===== src/rtl/tick_chain.sv =====
module tick_chain #(
  parameter int D1_SLOW  = 125,
  parameter int D1_FAST  = 10,
  parameter bit FAST_SIM = 1'b0,
  parameter int D2       = 80,
  parameter int D3       = 125,
  parameter int D4       = 20,
  parameter int TONE_DIV = 133
) (
  input  logic clk,
  input  logic rst,
  output logic sec_tick,
  output logic setup_tick,
  output logic setup_sq,
  output logic tone_sq
);

  localparam int W1 = (D1_SLOW > 1) ? $clog2(D1_SLOW) : 1;
  localparam int W2 = (D2 > 1) ? $clog2(D2) : 1;
  localparam int W3 = (D3 > 1) ? $clog2(D3) : 1;
  localparam int W4 = (D4 > 1) ? $clog2(D4) : 1;
  localparam int WT = (TONE_DIV > 1) ? $clog2(TONE_DIV) : 1;
  localparam int D1 = FAST_SIM ? D1_FAST : D1_SLOW;
  localparam logic [W1-1:0] L1 = W1'(D1 - 1);
  localparam logic [W2-1:0] L2 = W2'(D2 - 1);
  localparam logic [W3-1:0] L3 = W3'(D3 - 1);
  localparam logic [W4-1:0] L4 = W4'(D4 - 1);
  localparam logic [WT-1:0] LT = WT'(TONE_DIV - 1);

  logic [W1-1:0] c1;
  logic [W2-1:0] c2;
  logic [W3-1:0] c3;
  logic [W4-1:0] c4;
  logic [WT-1:0] ct;
  logic sq20, sqt;

  wire e1 = (c1 == L1);
  wire e2 = e1 && (c2 == L2);
  wire e3 = e2 && (c3 == L3);
  wire e20 = e3 && sq20;
  wire et = e1 && (ct == LT);

  always_ff @(posedge clk) begin
    if (rst) c1 <= '0;
    else     c1 <= e1 ? '0 : c1 + 1'b1;
  end

  always_ff @(posedge clk) begin
    if (rst)     c2 <= '0;
    else if (e1) c2 <= (c2 == L2) ? '0 : c2 + 1'b1;
  end

  always_ff @(posedge clk) begin
    if (rst)     c3 <= '0;
    else if (e2) c3 <= (c3 == L3) ? '0 : c3 + 1'b1;
  end

  always_ff @(posedge clk) begin
    if (rst)     sq20 <= 1'b0;
    else if (e3) sq20 <= ~sq20;
  end

  always_ff @(posedge clk) begin
    if (rst)      c4 <= '0;
    else if (e20) c4 <= (c4 == L4) ? '0 : c4 + 1'b1;
  end

  always_ff @(posedge clk) begin
    if (rst)     ct <= '0;
    else if (e1) ct <= (ct == LT) ? '0 : ct + 1'b1;
  end

  always_ff @(posedge clk) begin
    if (rst)     sqt <= 1'b0;
    else if (et) sqt <= ~sqt;
  end

  assign setup_sq   = sq20;
  assign setup_tick = e20;
  assign sec_tick   = e20 && (c4 == L4);
  assign tone_sq    = sqt;

  assert_reset_clear_R1: assert property (@(posedge clk)
    rst |=> (!sec_tick && !setup_tick && !setup_sq && !tone_sq));

  assert_first_stage_range_R2: assert property (@(posedge clk) disable iff (rst)
    c1 <= L1);

  assert_sec_single_R3: assert property (@(posedge clk) disable iff (rst)
    sec_tick |=> !sec_tick);

  assert_setup_fall_R5: assert property (@(posedge clk) disable iff (rst)
    setup_tick |=> $fell(setup_sq));

  assert_fall_marked_R5: assert property (@(posedge clk) disable iff (rst)
    $fell(setup_sq) |-> $past(setup_tick));

  assert_sec_on_setup_R6: assert property (@(posedge clk) disable iff (rst)
    sec_tick |-> setup_tick);

  assert_tone_step_R7: assert property (@(posedge clk) disable iff (rst)
    ($rose(tone_sq) || $fell(tone_sq)) |-> $past(e1));

endmodule


===== config.mk =====
export PLATFORM = sky130hd
export DESIGN_NAME = tick_chain
export DESIGN_NICKNAME = d
export VERILOG_FILES = /design/src/rtl/tick_chain.sv
export SDC_FILE = /design/constraint.sdc
export NUM_CORES = 1
export LEC_CHECK = 0
export BUFFER_PORTS_ARGS = -buffer_cell sky130_fd_sc_hd__buf_4
export CAP_MARGIN = 30
export CORE_MARGIN = 2
export CORE_UTILIZATION = 39
export CTS_CLUSTER_SIZE = 30
export DETAILED_ROUTE_END_ITERATION = 8
export PLACE_DENSITY_LB_ADDON = 0.05
export SLEW_MARGIN = 0
export SYNTH_ARGS = -nofsm -noshare
export SYNTH_HDL_FRONTEND = slang
export SYNTH_SLANG_ARGS = --single-unit

===== constraint.sdc =====
create_clock -name clk -period 3 [get_ports clk]
set_clock_uncertainty 0.05 [all_clocks]
set_input_delay 0.3 -clock clk [delete_from_list [all_inputs] [get_ports clk]]
set_output_delay 0.3 -clock clk [all_outputs]
set_load 0.01 [all_outputs]

==> results.cfg <==
[global_route]
antenna_found_initial = 0
grt_max_degree = 20
grt_usage_pct = 16.4
grt_pass1_vias = 1441
grt_pass1_wl_mm = 6.66
grt_overflow = 0

[cells_and_area]
post-route-util_pct = 44.4
final_nets = 228
multi_input_area_um2 = 1020
fillCellCount = 442
design_area_um2 = 1960
diodes = 0
layout-drive-gt1-share_pct = 8.26
seqCellArea_um2 = 721
area_delta_synth_final_pct = 8.45

[timing]
slew_viol_final = 0
finalCritPeriodShare_pct = 77.8
rsz0062_at_grt = no
slew_headroom_pct = 55.7
worst_pin_slew_ns = 0.664
hold_viol_final = 0
fmax_mhz = 428
fin_crit_ns = 2.33
worst_hold_slack_ns = 0.279
setup_tns_ns = 0
setup_violations = 0

[clock_network]
cts_root_buf = clkbuf_8
cts_buffer_depth = 2
clock_sinks = 36
post-cts-setup-buffers = 0
clock_latency_ns = 0.29
cts_hold_buffers = 0
ctsResizeCount = 0
numCtsBuffers = 5
cts_tree = yes
htreeDepth = 2
path_clk_slew_ns = 0.08

[detailed_routing]
wl_per_cell_um = 14.3
drtPass1Iterations = 5
totalWireLength_mm = 3.86
ant_nets = 0
drcViolationCount = 0
viasPerCell = 5.68
dr_total_vias = 1533
drtIter0Drc = 99

[synthesis]
synth_seq_area_share_pct = 39.9
syn_area_um2 = 1810
ys_async_sr_fraction_pct = 0
synth_top_flop_cell = dfxtp_1
synth.distinct_cells = 39
synth-edff-count = 0
synth_seq_cells = 36
ys.warnings.count = 0
avgSynthCellArea_um2 = 8.52
syn_inst = 212
synth_nets = 222

[power]
sequentialPowerShare_pct = 58.4
switching_power_w = 0.000184
vdd.ir_drop.worst_mv = 0.202
p_sw_share_pct = 22.2
comb_power_share_pct = 2.3
power_leakage_nw = 0.644
clockPowerShare_pct = 39.3
power_density_nw_per_um2 = 424
power_w = 0.000829
internal_power_w = 0.000645

[worst_setup_path]
arrival_ns = 1.98
required_ns = 2.65
r2r_slack_ns = 0.68
start_kind = register
cp_max_fo = 8
cp-end-kind = primary output
path_class = register to primary output

[floorplanning]
rows = 24
die_x_um = 72.0
io_pins = 6
coreArea_um2 = 4410
die-area_um2 = 5190
initial_utilization_pct = 40.9
die-height_um = 72.0

[flow_run]
maxCapViolations = 0

[place]
dp_hpwl_mm = 2.78
post_dp_cell_area_um2 = 1880
place_congestion = 0.763
port_buffers = 5

[min_path]
min_path_type = input port to register

[status]
outcome = completed
registers in the layout, indices dropped and copies added, names as in the netlist:
name,cells
tone_sq,1
c3,7
c4,5
ct,8
setup_sq,1
c1,7
c2,7
per-layer routing:
layer,track usage (%),part of all wire [%],up-vias
li1,-,-,783
met5,0,0,-
met1,21.2,49,715
met3,4.03,3.8,2
met2,25.2,46,33
met4,8.60,0.54,0
final timing paths:
| check | start | endpoint | cells past startpoint |
|---|---|---|---|
| worst max-delay path | c1[0] | sec_tick | 7 |
| worst min register to register | c1[0] | c1[0] | 1 |
| worst max register to register | c1[0] | c3[4] | 6 |
| worst min-delay path | rst | c4[2] | 2 |
cells by family (layout without fill, tap and decap cells):
logic type,after synthesis,count (layout),share of synthesized area (%)
DFF,36,36,39.9
AOI/OAI and AO/OA,47,47,14.2
adders and majority gates,8,8,5.54
buffers and inverters,16,22,3.60
and+or+nand+nor,94,94,31.4
xor gates and xnor gates,11,11,5.34
area by class of cell:
cell class | count | share of cell area (%)
Multi-Input combinational cell | 160 | 52.1
Clock buffer | 6 | 3.71
Timing Repair Buffer | 5 | 1.92
Tap cell | 52 | 3.32
Inverter | 10 | 1.92
Sequential cell | 36 | 36.8
Clock inverter | 1 | 0.256
synthesized netlist by cell type, types with 5 or more instances:
cell / number / area (µm²)
nand4_1: 9 / 56.3
o21ai_0: 16 / 80.1
nor3_1: 5 / 25.0
o31ai_1: 6 / 45.0
xnor2_1: 7 / 61.3
nand3_1: 13 / 65.1
ha_1: 8 / 100
inv_1: 10 / 37.5
dfxtp_1: 36 / 721
nand2_1: 13 / 48.8
nor2_1: 14 / 52.6
a21oi_1: 22 / 110
or3_1: 10 / 62.6
or4_1: 6 / 45.0
placed cells by master, fill, tap and decap left out:
cell type,n
nor2_1,14
nand2b_1,1
o31ai_1,6
or3_1,10
nor4_1,2
a21o_1,1
clkinv_2,1
or3b_2,1
and3_1,2
nand4_4,1
and4_1,2
nor3b_2,1
nor4_4,1
or2_2,1
nand2_1,13
dfxtp_1,36
o21ai_0,16
nand4_1,9
nor4_2,1
nor4bb_1,1
nand3b_1,1
inv_1,10
or4_1,6
xor2_1,4
nand3_2,1
nor4b_1,1
and2_1,2
and2_0,1
xnor2_1,7
clkbuf_8,5
nor2b_1,4
o21bai_1,1
a21oi_1,22
a31oi_1,1
buf_4,5
nor3_1,5
nand3_1,13
ha_1,8
clkbuf_1,1
metrics by stage:
step | instances | setup slack, ns
detailed placement | 263 | 0.675
global placement | 263 | 0.811
floorplan | 212 | 1.16
global route | 270 | 0.492
finish | 270 | 0.665
CTS | 270 | 0.637
power by group through the flow:
stage | Combinational [W] | Sequential [W] | Clock, W
4_1_cts | 0.0000194 | 0.000484 | 0.000340
6_report | 0.0000189 | 0.000484 | 0.000326
3_5_place_dp | 0.0000192 | 0.000495 | 0
3_3_place_gp | 0.0000187 | 0.000495 | 0
2_1_floorplan | 0.0000146 | 0.000495 | 0
5_1_grt | 0.0000220 | 0.000485 | 0.000366
worst max-delay path: stages (launching register included):
cell     delay [ns]
dfxtp_1        0.34
inv_1          0.07
ha_1           0.15
and4_1         0.38
nand4_4        0.20
nor3_1         0.28
and2_1         0.17
buf_4          0.11
(Power assumes the default switching activity.)
